File: config.mk
export PLATFORM = sky130hd
export DESIGN_NAME = fx2fp_conv
export DESIGN_NICKNAME = d
export VERILOG_FILES = /design/src/rtl/fx2fp_pkg.sv /design/src/rtl/fx2fp_mag.sv /design/src/rtl/fx2fp_lead.sv /design/src/rtl/fx2fp_pack.sv /design/src/rtl/fx2fp_conv.sv
export SDC_FILE = /design/constraint.sdc
export NUM_CORES = 1
export LEC_CHECK = 0
export BUFFER_PORTS_ARGS = -buffer_cell sky130_fd_sc_hd__buf_2
export CAP_MARGIN = 30
export CORE_AREA = 2 2 71 100
export CTS_CLUSTER_SIZE = 16
export DETAILED_ROUTE_END_ITERATION = 7
export DIE_AREA = 0 0 73 102
export GPL_TIMING_DRIVEN = 0
export PLACE_DENSITY = 0.76
export SETUP_SLACK_MARGIN = 0.05
export SYNTH_ARGS = -nofsm -noshare
export SYNTH_HDL_FRONTEND = slang
export SYNTH_SLANG_ARGS = --single-unit
export TNS_END_PERCENT = 10
File: constraint.sdc
create_clock -name clk -period 4.76 [get_ports clk]
set_input_delay 1.428 -clock clk [delete_from_list [all_inputs] [get_ports clk]]
set_output_delay 1.428 -clock clk [all_outputs]
set_load 0.005 [all_outputs]
File: src/rtl/fx2fp_pkg.sv
package fx2fp_pkg;
  localparam int SP_EXP_W = 8;
  localparam int SP_MAN_W = 23;
  localparam int SP_BIAS  = 127;
  localparam int SP_W     = 1 + SP_EXP_W + SP_MAN_W;

  typedef struct packed {
    logic                sign;
    logic [SP_EXP_W-1:0] expo;
    logic [SP_MAN_W-1:0] frac;
  } sp_word_t;
endpackage

File: src/rtl/fx2fp_mag.sv
module fx2fp_mag #(
  parameter int W = 24
) (
  input  logic [W-1:0] val,
  output logic         neg,
  output logic [W-1:0] mag
);
  assign neg = val[W-1];
  assign mag = neg ? (~val + W'(1)) : val;

  // Only the most negative input can leave the top magnitude bit set
  always_comb begin
    if (mag[W-1])
      assert_mag_top_R6: assert (val == {1'b1, {(W-1){1'b0}}});
  end
endmodule

File: src/rtl/fx2fp_lead.sv
module fx2fp_lead #(
  parameter int W  = 24,
  parameter int PW = $clog2(W)
) (
  input  logic [W-1:0]  mag,
  output logic [PW-1:0] pos,
  output logic          nz
);
  logic [W-1:0] onehot;

  genvar i;
  generate
    for (i = 0; i < W; i++) begin : g_hit
      if (i == W-1) begin : g_top
        assign onehot[i] = mag[i];
      end else begin : g_low
        assign onehot[i] = mag[i] & ~(|mag[W-1:i+1]);
      end
    end
  endgenerate

  assign nz = |mag;

  always_comb begin
    pos = '0;
    for (int k = 0; k < W; k++)
      if (onehot[k]) pos = pos | PW'(k);
  end

  // Encoded position must point at the highest set bit
  always_comb begin
    if (nz)
      assert_lead_pos_R2: assert ((mag >> pos) == W'(1));
  end
endmodule

File: src/rtl/fx2fp_pack.sv
module fx2fp_pack
  import fx2fp_pkg::*;
#(
  parameter int W      = 24,
  parameter int FRAC_W = 8,
  parameter int PW     = $clog2(W)
) (
  input  logic [W-1:0]        mag,
  input  logic [PW-1:0]       pos,
  input  logic                nz,
  output logic [SP_EXP_W-1:0] expo,
  output logic [SP_MAN_W-1:0] frac
);
  localparam int OFS = SP_BIAS - FRAC_W;

  logic [W-1:0] norm;

  assign norm = mag << (PW'(W-1) - pos);
  assign expo = nz ? SP_EXP_W'(int'(pos) + OFS) : '0;

  generate
    if (W-1 >= SP_MAN_W) begin : g_trunc
      assign frac = norm[W-2 -: SP_MAN_W];
    end else begin : g_pad
      assign frac = {norm[W-2:0], {(SP_MAN_W-(W-1)){1'b0}}};
    end
  endgenerate

  // Normalized magnitude must carry the leading one in the hidden-bit slot
  always_comb begin
    if (nz)
      assert_norm_lead_R8: assert (norm[W-1]);
  end
endmodule

File: src/rtl/fx2fp_conv.sv
module fx2fp_conv
  import fx2fp_pkg::*;
#(
  parameter int IN_W   = 24,
  parameter int FRAC_W = 8
) (
  input  logic            clk,
  input  logic            rst,
  input  logic [IN_W-1:0] fix_in,
  output logic [SP_W-1:0] fp_out
);
  localparam int PW = $clog2(IN_W);

  logic                neg;
  logic                nz;
  logic [IN_W-1:0]     mag;
  logic [PW-1:0]       pos;
  logic [SP_EXP_W-1:0] expo;
  logic [SP_MAN_W-1:0] frac;
  sp_word_t            nxt;

  fx2fp_mag #(.W(IN_W)) u_mag (
    .val(fix_in), .neg(neg), .mag(mag)
  );

  fx2fp_lead #(.W(IN_W), .PW(PW)) u_lead (
    .mag(mag), .pos(pos), .nz(nz)
  );

  fx2fp_pack #(.W(IN_W), .FRAC_W(FRAC_W), .PW(PW)) u_pack (
    .mag(mag), .pos(pos), .nz(nz), .expo(expo), .frac(frac)
  );

  always_comb begin
    nxt.sign = neg & nz;
    nxt.expo = expo;
    nxt.frac = frac;
  end

  always_ff @(posedge clk) begin
    if (rst) fp_out <= '0;
    else     fp_out <= nxt;
  end

  assert_reset_R9: assert property (@(posedge clk) rst |=> fp_out == '0);

  assert_zero_R3: assert property (@(posedge clk) disable iff (rst)
    (fix_in == '0) |=> fp_out == '0);

  assert_sign_R5: assert property (@(posedge clk) disable iff (rst)
    1'b1 |=> fp_out[SP_W-1] == $past(fix_in[IN_W-1]));

  assert_exp_nonzero_R2: assert property (@(posedge clk) disable iff (rst)
    (fix_in != '0) |=> fp_out[SP_W-2 -: SP_EXP_W] != '0);
endmodule

== Yosys cells after proc, flatten, opt, wreduce, memory -nomap -nowiden ==
Cells that the tools add are included.

* Word-level logic and storage cells: 100
* Input port bits: 26
* Flip-flop bits (word level): 32

* Bitwise operators: 47
* Mux-type cells: 24
* Shifts and indexed selects: 1
* Reductions and logical operators: 23
* $add $sub $neg: 3

{| class="wikitable"
|+ Operator list
! operator !! count
|-
| 2-to-1 mux 5 bit || 8
|-
| 2-to-1 mux 4 bit || 8
|-
| adder 24 x 1 -> 24 bit (second input constant) || 1
|-
| 2-to-1 mux 24 bit || 1
|-
| NOT 24 bit || 1
|-
| OR reduction 24 bit || 1
|-
| left shift 24 x 5 -> 23 bit || 1
|-
| AND 1 bit || 23
|-
| NOT 1 bit || 23
|-
| OR reduction 22 bit || 1
|-
| OR reduction 21 bit || 1
|-
| OR reduction 20 bit || 1
|-
| OR reduction 19 bit || 1
|-
| OR reduction 18 bit || 1
|-
| OR reduction 17 bit || 1
|-
| OR reduction 16 bit || 1
|-
| OR reduction 15 bit || 1
|-
| OR reduction 14 bit || 1
|-
| OR reduction 13 bit || 1
|-
| 2-to-1 mux 3 bit || 4
|-
| OR reduction 12 bit || 1
|-
| OR reduction 11 bit || 1
|-
| OR reduction 10 bit || 1
|-
| OR reduction 9 bit || 1
|-
| 11 further kinds || 13
|}

== Longest topological paths before layout ==
Gate-level depths: netlist of run 1.

* Depth in word-level cells: 31
* Mapped depth: 17

== Modules after synthesis ==
Synthesis of run 1 repeated with hierarchy kept, for this count alone.

* Cell total of the unflattened synthesis: 321
* Area, all modules: 2,934.1 sq um

{| class="wikitable"
|+ By module, submodules not included
! module !! area an instance (sq um) !! instances !! cells an instance !! sequential area each (sq um)
|-
| fx2fp_pack || 1,191.1 || 1 || 126 || 0.0
|-
| fx2fp_conv || 865.8 || 1 || 67 || 640.6
|-
| fx2fp_mag || 544.3 || 1 || 76 || 0.0
|-
| fx2fp_lead || 332.8 || 1 || 52 || 0.0
|}

== Least setup slack after synthesis of run 1 ==
No wires, ideal clock.

* Path type: input port to flip-flop
* From: input port fix_in[0]
* To: register fp_out[3]
* Buffers on the path: 1
* Arrival: 4.825 ns
* Stages: 15
* Slack: -0.143 ns
* Library setup time: 0.078 ns
* Path through: inv_1 -> ha_1 -> or4b_4 -> o41ai_2 -> xor2_1 -> and3_1 -> nand2_1 -> nor3_1 -> or2_2 -> inv_2 -> ha_1 -> nor2_1 -> nand2_1 -> buf_1 -> nor3_1

* Word-level cells in the longest chain between the ends: 31

{| class="wikitable"
|+ Ends and longest elaborated chain
! element !! line !! source
|-
| start: declaration || fx2fp_conv.sv:9 || <nowiki>input logic [IN_W-1:0] fix_in,</nowiki>
|-
| NOT 24 bit || fx2fp_mag.sv:9 || <nowiki>assign mag = neg ? (~val + W'(1)) : val;</nowiki>
|-
| adder 24 x 1 -> 24 bit || fx2fp_mag.sv:9 ||
|-
| 2-to-1 mux 24 bit * || fx2fp_mag.sv:9 ||
|-
| OR reduction 22 bit || fx2fp_lead.sv:17 || <nowiki>assign onehot[i] = mag[i] & ~(|mag[W-1:i+1]);</nowiki>
|-
| NOT 1 bit || fx2fp_lead.sv:17 ||
|-
| AND 1 bit || fx2fp_lead.sv:17 ||
|-
| 2-to-1 mux 1 bit || fx2fp_lead.sv:27 || <nowiki>if (onehot[k]) pos = pos | PW'(k);</nowiki>
|-
| 2-to-1 mux 2 bit (2 in a row) || fx2fp_lead.sv:27 ||
|-
| 2-to-1 mux 3 bit (4 in a row) || fx2fp_lead.sv:27 ||
|-
| 2-to-1 mux 4 bit (8 in a row) || fx2fp_lead.sv:27 ||
|-
| 2-to-1 mux 5 bit (8 in a row) || fx2fp_lead.sv:27 ||
|-
| subtractor 5 bit || fx2fp_pack.sv:18 || <nowiki>assign norm = mag << (PW'(W-1) - pos);</nowiki>
|-
| left shift 24 x 5 -> 23 bit * || fx2fp_pack.sv:18 ||
|-
| end signal: assignment || fx2fp_conv.sv:42 || <nowiki>else fp_out <= nxt;</nowiki>
|-
| end: declaration || fx2fp_conv.sv:10 || <nowiki>output logic [SP_W-1:0] fp_out</nowiki>
|}

Mark *: on every way between the ends. The rest lies on a longest branch, timed or not.
A chain may end at the register's enable or synchronous reset.

== Worst setup path after layout of run 1 ==
* From: input port fix_in[1]
* To: register fp_out[17]

The elaborated chain is that of the path after synthesis.

==> flow_summary.yaml, run 1 <==
status:
  status: "complete, but fails checks"
  violations: "negative setup slack"
hold_path:
  hold_path_class: "input port to flop"
  min_from: "rst"
synthesis:
  synthesis.area_um2: 3340
  ys_warn_count: 0
  synthCells: 392
  synth_top_family_by_area: "compound AO/OA/AOI/OAI gates"
  synthAdderAreaFrac_pct: 1.50
  synth_area_per_cell_um2: 8.52
  synth_edf_count: 0
  seq_area_frac_synth_pct: 19.2
  synth-seq-cells: 32
  synth.distinct_cells: 83
  synth-compound-area-share_pct: 24.7
  synth.net_count: 422
  muxShareOfSynthArea_pct: 19.3
  synth_ff_type: "dfxtp_1"
  yosys.area_share.simple_pct: 22.0
  async_reset_ff_share_pct: 0
  yosys.area_share.xor_xnor_pct: 7.35
routing:
  routed_via_density: 6.57
  antenna_left: 0
  first_pass_iters: 5
  vias: 3642
  drc: 0
  finalWirelength_um: 11000
  wl_per_cell_um: 19.9
  drt-initial-drc-count: 193
sta:
  fin_ws_ns: -0.100
  relSlewSlack_pct: 51.5
  setup_viol: 11
  fin_crit_sh_pct: 102
  hold_viol: 0
  rsz0062_at_grt: "yes"
  worst_hold_slack_ns: 1.45
  maxSlewViolCount: 0
  tightest_slew_ns: 0.720
  fmax_mhz: 206
  fin_crit_ns: 4.86
worst_setup_path:
  cp-start-kind: "input port"
  crit_start: "fix_in[1]"
  critPathMaxFanout: 8
  slowest_delay_ns: 0.52
  cp.required_ns: 4.97
  criticalPathCategory: "input port to flop"
  arrival_ns: 5.07
  crit_path_end_kind: "flop"
  critPathSlowestCell: "or4b_4"
  path_cells: "buf_12 -> clkinv_8 -> ha_4 -> or4b_4 -> buf_8 -> a2111oi_4 -> nor3_2 -> or4_4 -> a2111oi_4 -> o2111a_1 -> a211o_1 -> buf_6 -> clkinv_8 -> buf_12 -> mux2_4 -> mux2i_1 -> o21ai_0 -> o22ai_2"
pwr:
  leakagePower_nw: 1.89
  ir_worst_vdd_mv: 0.180
  powerDensity_nw_per_um2: 242
  finalPower_w: 0.00111
placement:
  gp_congestion: 0.941
  place_area_um2: 3750
  dp_hpwl_um: 7430
  port_buffers: 52
clock_tree:
  cts_buffers: 5
  path_clk_slew_ns: 0.07
  clkSinkCount: 32
  holdBufCountCts: 0
  cts_root_buf: "clkbuf_8"
  cts_tree: "built"
  cts_max_level: 2
  cts_buffer_depth: 2
die:
  die_width_um: 73
  core-area_um2: 6530
  boundaryPins: 58
  die_h_um: 102
  die-area_um2: 7450
  initial_core_util_pct: 51.2
  row_count: 35
finish:
  layout.nets: 509
  largest_reg_flops: 32
  syn_to_final_growth_pct: 37.4
  diodes: 0
  final_layout_size_suffix_gt1_share_pct: 43.3
  top_regs: "fp_out: 32 flops"
  top_register: "fp_out"
  stdcell_area_um2: 4590
  utilization_pct: 70.3
grt:
  grt_start_max_net_pins: 12
  grt_usage_pct: 28.7
  grt_pass1_vias: 3521
  grt_pass1_wl_um: 17000
  grt-ovfl-total: 0
  antenna_found_initial: 0
flow_run:
  max_cap_viol_count: 0
## worst paths after layout
kind                               endpoint  slack, ns  depth (start not counted)
worst max-delay path  fp_out[17]$_SDFF_PP0_      -0.10                         18
worst min-delay path  fp_out[16]$_SDFF_PP0_       1.45                          2
## per-layer routing
metal | wire, µm | global-route usage, % | vias to the layer above
li1 | - | - | 1650
met4 | 629 | 18.4 | 0
met1 | 4010 | 29.8 | 1726
met3 | 614 | 3.65 | 63
met5 | 0 | 0 | -
met2 | 5790 | 52.9 | 203
## critical path: cells and delay by family
kind	cells	cell delay, ns
compound gates	6	1.16
mux	2	0.53
buf+inv	6	0.74
simple gates	3	1.06
fa+ha+maj	1	0.13
## cell type report
type                            count  area [µm²]
Sequential cell                    32         641
Inverter                           12        87.6
Clock buffer                        5        68.8
Tap cell                           74        92.6
Buffer                             25         184
Multi-Input combinational cell    323        2910
Clock inverter                      3        42.5
Fill cell                         474        1940
Timing Repair Buffer               80         558
## Yosys cell counts (3+ instances only)
master | n | area (µm²)
o41ai_2 | 4 | 65.1
nor2b_1 | 4 | 25.0
mux2i_1 | 43 | 430
or2_1 | 3 | 18.8
or4_1 | 4 | 30.0
inv_1 | 8 | 30.0
mux2_2 | 12 | 135
buf_6 | 5 | 56.3
o21ai_0 | 13 | 65.1
o32ai_1 | 4 | 35.0
and3_1 | 5 | 31.3
a211oi_1 | 3 | 22.5
dfxtp_1 | 32 | 641
clkbuf_1 | 4 | 15.0
nor3_1 | 19 | 95.1
xnor2_1 | 12 | 105
nand4_1 | 5 | 31.3
o21a_1 | 3 | 22.5
ha_1 | 4 | 50.1
xor2_1 | 16 | 140
a21oi_1 | 9 | 45.0
nor2_1 | 31 | 116
o21ai_1 | 3 | 15.0
nand2_1 | 26 | 97.6
a2bb2oi_1 | 4 | 35.0
buf_2 | 11 | 55.1
or3_1 | 8 | 50.1
a211o_1 | 4 | 35.0
buf_1 | 3 | 11.3
o22ai_1 | 3 | 18.8
inv_2 | 3 | 11.3
o31ai_1 | 6 | 45.0
or2_2 | 3 | 18.8
nand3_1 | 7 | 35.0
nand2b_1 | 4 | 25.0
o211ai_1 | 8 | 60.1
## power breakdown
group	internal, W	total (W)	switching, W
logic	0.000248	0.000545	0.000298
clock network	0.000155	0.000257	0.000102
registers	0.000301	0.000306	0.00000577
total	0.000703	0.00111	0.000405
## kinds of logic after synthesis
family / after synthesis
AOI/OAI and AO/OA: 96
DFF: 32
muxes: 60
buffers and inverters: 37
and+or+nand+nor: 135
adders and majority gates: 4
xor gates and xnor gates: 28
## per-stage QoR
step           setup slack, ns  TNS, ns  std cells
2_1_floorplan           0.0252        0        392
3_3_place_gp            -0.783   -19.76        518
3_5_place_dp            -0.905   -22.59        518
4_1_cts                -0.0415   -0.161        544
5_1_grt                 -0.267    -4.06        554
6_report                -0.100   -0.522        554
## repair_timing
item,4_1_cts,5_1_grt
buffers inserted,16,10
gates cloned,2,0
endpoints found under the setup margin,30,30
gates resized for setup,64,33
pin swaps,13,5
## cell usage in the layout (no fill, tap or decap), drive strengths merged, types with 10 or more instances in the layout
master  synthesis  final
xor2           16     16
mux2i          44     44
nor2           31     31
dfxtp          32     32
o21ai          16     16
a21oi          10     10
mux2           15     15
xnor2          12     12
buf            21    100
nor3           19     19
nand2          26     26
Power figures use the tool's default switching activity.
==> run 2: changes to the inputs <==
- BUFFER_PORTS_ARGS: -buffer_cell sky130_fd_sc_hd__buf_2 -> -buffer_cell sky130_fd_sc_hd__buf_4
==> flow_summary.yaml, run 2 (synthesized netlist as in run 1, its figures left out) <==
clock_tree:
  clkSinkCount: 32
  holdBufCountCts: 0
  cts_buffer_depth: 2
  cts_root_buf: "clkbuf_8"
  path_clk_slew_ns: 0.08
  cts_tree: "built"
  cts_max_level: 2
  cts_buffers: 5
pwr:
  leakagePower_nw: 1.88
  ir_worst_vdd_mv: 0.128
  powerDensity_nw_per_um2: 243
die:
  die-area_um2: 7450
  row_count: 35
  boundaryPins: 58
  core-area_um2: 6530
  die_h_um: 102
  initial_core_util_pct: 51.2
  die_width_um: 73
worst_setup_path:
  critPathMaxFanout: 10
  arrival_ns: 5.07
  cp.required_ns: 4.93
  crit_path_end_kind: "flop"
  criticalPathCategory: "input port to flop"
  crit_start: "fix_in[1]"
  cp-start-kind: "input port"
routing:
  antenna_left: 0
  finalWirelength_um: 10500
  wl_per_cell_um: 19.2
  routed_via_density: 6.52
  first_pass_iters: 7
  vias: 3571
  drt-initial-drc-count: 187
  drc: 0
hold_path:
  hold_path_class: "input port to flop"
  min_from: "rst"
grt:
  grt_usage_pct: 27.2
  grt_pass1_vias: 3441
  grt_pass1_wl_um: 16100
  antenna_found_initial: 0
  grt-ovfl-total: 0
  grt_start_max_net_pins: 12
placement:
  dp_hpwl_um: 7440
  dp_slack_ns: -0.861
  gp_congestion: 0.942
  port_buffers: 52
status:
  status: "complete, but fails checks"
  violations: "negative setup slack"
sta:
  tightest_slew_ns: 0.590
  fin_crit_ns: 4.90
  rsz0062_at_grt: "yes"
  maxSlewViolCount: 0
  fmax_mhz: 204
  worst_hold_slack_ns: 1.38
  fin_crit_sh_pct: 103
  relSlewSlack_pct: 60.2
  fin_ws_ns: -0.139
  hold_viol: 0
  setup_viol: 14
finish:
  final_layout_size_suffix_gt1_share_pct: 40.7
  top_regs: "fp_out: 32 flops"
  final_common_cell: "buf_4"
  largest_reg_flops: 32
  diodes: 0
  top_register: "fp_out"
  fillers: 508
  utilization_pct: 70.0
  layout.nets: 503
  mostFrequentLayoutCells: "76 x buf_4, 36 x mux2i_1, 32 x dfxtp_1, 28 x nor2_1, 24 x nand2_1"
  syn_to_final_growth_pct: 36.8
flow_run:
  max_cap_viol_count: 0
-- run 2: cell count changes in the layout (fill, tap and decap cells not counted), sizes merged --
cell    delta
clkbuf     +5
inv        +3
clkinv     -3
buf       -11
-- run 2: per-stage QoR --
stage	instance area [µm²]	instances	power, W	setup TNS [ns]
after floorplan	3400	392	0.000612	0
after global placement	3880	518	0.000750	-19.56
after detailed placement	3880	518	0.000757	-21.28
after CTS	4480	547	0.00108	0
after global routing	4570	548	0.00115	-2.54
final	4570	548	0.00111	-0.721
-- run 2: final timing paths --
| path | endpoint | slack [ns] | cells after the start |
|---|---|---|---|
| setup / recovery | fp_out[19]$_SDFF_PP0_ | -0.14 | 18 |
| hold / removal | fp_out[16]$_SDFF_PP0_ | 1.38 | 2 |
-- run 2: layout make-up --
cell class                      count  area (µm²)  area share [%]
Timing Repair Buffer               74         601            13.2
Multi-Input combinational cell    323        2860            62.7
Clock inverter                      3        42.5           0.932
Tap cell                           74        92.6            2.03
Sequential cell                    32         641            14.0
Buffer                             25         194            4.25
Clock buffer                        5        68.8            1.51
Inverter                           12        62.6            1.37
-- run 2: repair_timing --
action,CTS,global route
pin swaps,10,4
endpoints found under the setup margin,30,29
gates cloned,1,0
buffers inserted,20,1
resized for setup,57,20
-- run 2: critical path: stages --
cell and delay [ns]:
buf_8 0.11, inv_4 0.06, ha_4 0.13, or4b_4 0.54, buf_8 0.18, or4_1 0.44, a21oi_2 0.23, nor3_2 0.08
a2111oi_4 0.35, o2111a_1 0.23, a211o_1 0.12, buf_6 0.16, inv_8 0.06, buf_12 0.15, mux2i_1 0.12, mux2i_1 0.32
a2bb2oi_1 0.25, o211ai_1 0.11
-- run 2: per-layer routing --
| layer | vias to the layer above | wire length (µm) | track usage, % |
|---|---|---|---|
| met2 | 192 | 5550 | 50.2 |
| met4 | 0 | 620 | 17.4 |
| met3 | 57 | 542 | 2.76 |
| met1 | 1679 | 3830 | 28.6 |
| met5 | - | 0 | 0 |
| li1 | 1643 | - | - |
-- run 2: where the power goes --
part | leakage [nW] | internal, W | switching (W) | total, W
Combinational | 1.56 | 0.000253 | 0.000286 | 0.000539
Clock | 0.0541 | 0.000155 | 0.000106 | 0.000261
Sequential | 0.266 | 0.000301 | 0.00000749 | 0.000308
==> run 3: changes to the inputs <==
- CORE_AREA: 2 2 71 100 -> 2 2 68 95
- DIE_AREA: 0 0 73 102 -> 0 0 70 97
- PLACE_DENSITY: 0.76 -> 0.8
- RECOVER_POWER: default -> 100
- clock period: 4.76 -> 4.6 ns (I/O delays scaled with it)
==> flow_summary.yaml, run 3 (synthesized netlist as in run 1, its figures left out) <==
hold_path:
  holdPathStages: 2
  hold_path_class: "input port to flop"
die:
  die-area_um2: 6790
  die_width_um: 70
  die_h_um: 97
  initial_core_util_pct: 56.9
  core-area_um2: 5860
  boundaryPins: 58
  row_count: 33
pwr:
  clockPowerShare_pct: 22.6
  leakagePower_nw: 1.95
  powerDensity_nw_per_um2: 250
  p_int_w: 0.000757
  ir_worst_vdd_mv: 0.171
  power_switching_w: 0.000434
  p_seq_share_pct: 26.8
  combinationalPowerShare_pct: 50.6
  switching_share_pct: 36.4
worst_setup_path:
  criticalPathCategory: "input port to flop"
  cp-endpoint: "fp_out[19]$_SDFF_PP0_"
  cp.required_ns: 4.80
  crit_path_end_kind: "flop"
  arrival_ns: 5.15
  crit_start: "fix_in[1]"
  cp-start-kind: "input port"
  critPathMaxFanout: 5
clock_tree:
  clkSinkCount: 32
  cts_buffer_depth: 2
  cts_buffers: 5
  holdBufCountCts: 0
  cts_tree: "built"
  cts_root_buf: "clkbuf_8"
  cts_max_level: 2
  path_clk_slew_ns: 0.07
routing:
  vias: 3815
  antenna_left: 0
  finalWirelength_um: 12300
  wl_per_cell_um: 21.9
  drt-initial-drc-count: 308
  drc: 0
  first_pass_iters: 5
  routed_via_density: 6.78
grt:
  grt_usage_pct: 34.2
  antenna_found_initial: 0
  grt_pass1_wl_um: 18600
  grt_start_max_net_pins: 12
  grt_pass1_vias: 3847
  grt-ovfl-total: 0
finish:
  layoutNonFillerInstCount: 563
  mostFrequentLayoutCells: "60 x buf_4, 32 x dfxtp_1, 32 x clkbuf_4, 31 x mux2i_1, 28 x nor2_1"
  stdcell_area_um2: 4760
  diodes: 0
  final_common_cell: "buf_4"
  syn_to_final_growth_pct: 42.5
  layout.nets: 522
  top_regs: "fp_out: 32 flops"
  largest_reg_flops: 32
  top_register: "fp_out"
  final_layout_size_suffix_gt1_share_pct: 44.0
sta:
  tightest_slew_ns: 0.634
  fin_tns_setup_ns: -5.27
  setup_viol: 26
  fin_ws_ns: -0.345
  hold_viol: 0
  fin_crit_ns: 4.94
  relSlewSlack_pct: 57.3
  rsz0062_at_grt: "yes"
  fin_crit_sh_pct: 107
  maxSlewViolCount: 0
  fmax_mhz: 202
status:
  violations: "negative setup slack"
  status: "complete, but fails checks"
flow_run:
  max_cap_viol_count: 0
placement:
  gp_congestion: 0.942
  dp_hpwl_um: 7750
  place_area_um2: 3880
  numPlacedInstances: 514
  dp_slack_ns: -0.919
  port_buffers: 52
==> run 3: cell types whose count changed in the layout (fill, tap and decap cells not counted), sizes merged <==
cell and delta:
bufbuf -1, clkinv +2, buf -7, clkbuf +27
inv -2
==> run 3: worst min-delay path by stage <==
stage               start                    end
global placement      rst  fp_out[16]$_SDFF_PP0_
global route          rst  fp_out[16]$_SDFF_PP0_
CTS                   rst  fp_out[16]$_SDFF_PP0_
floorplan             rst  fp_out[16]$_SDFF_PP0_
detailed placement    rst  fp_out[16]$_SDFF_PP0_
finish                rst  fp_out[16]$_SDFF_PP0_
==> run 3: layout make-up <==
| class | count | area [µm²] |
|---|---|---|
| Sequential cell | 32 | 641 |
| Clock buffer | 5 | 68.8 |
| Tap cell | 70 | 87.6 |
| Fill cell | 371 | 1110 |
| Inverter | 12 | 82.6 |
| Timing Repair Buffer | 93 | 792 |
| Multi-Input combinational cell | 323 | 2850 |
| Buffer | 25 | 195 |
| Clock inverter | 3 | 42.5 |
==> run 3: critical path: stages <==
cell and delay, ns:
buf_12 0.12, clkinv_8 0.04, ha_4 0.12, or4b_4 0.53, buf_4 0.18, o41ai_4 0.32, xor2_2 0.15, and3_4 0.22
nor4b_2 0.16, a211o_1 0.30, a211o_1 0.32, buf_6 0.15, buf_12 0.13, mux2_4 0.30, mux2_4 0.30, or3_1 0.31
o211ai_1 0.11
==> run 3: repair_timing <==
action,4_1_cts,5_1_grt
endpoints found under the setup margin,31,30
setup buffers,27,12
pin swaps,21,6
cloned,2,0
resized for setup,72,18
hold endpoints to repair,0,0
==> run 3: routing by layer <==
layer / vias to the layer above / share of wire [%] / track usage [%]
met1: 1792 / 34 / 33.5
met5: - / 0 / 0
met4: 0 / 8.0 / 26.8
met3: 85 / 5.4 / 4.38
met2: 250 / 53 / 62.9
li1: 1688 / - / -
==> run 3: per-stage QoR <==
| stage | utilization [%] | total power [W] | hold slack [ns] |
|---|---|---|---|
| floorplan | - | 0.000633 | 1.45 |
| global placement | 66.2 | 0.000778 | 1.63 |
| detailed placement | 66.2 | 0.000786 | 1.63 |
| CTS | 78.3 | 0.00114 | 1.32 |
| global route | 81.1 | 0.00123 | 1.33 |
| finish | 81.1 | 0.00119 | 1.33 |
==> run 3: power by group through the flow <==
stage          clock, W  combinational (W)  sequential [W]
2_1_floorplan         0           0.000302        0.000331
3_3_place_gp          0           0.000453        0.000325
3_5_place_dp          0           0.000459        0.000326
4_1_cts        0.000270           0.000549        0.000320
5_1_grt        0.000278           0.000634        0.000322
6_report       0.000270           0.000603        0.000319
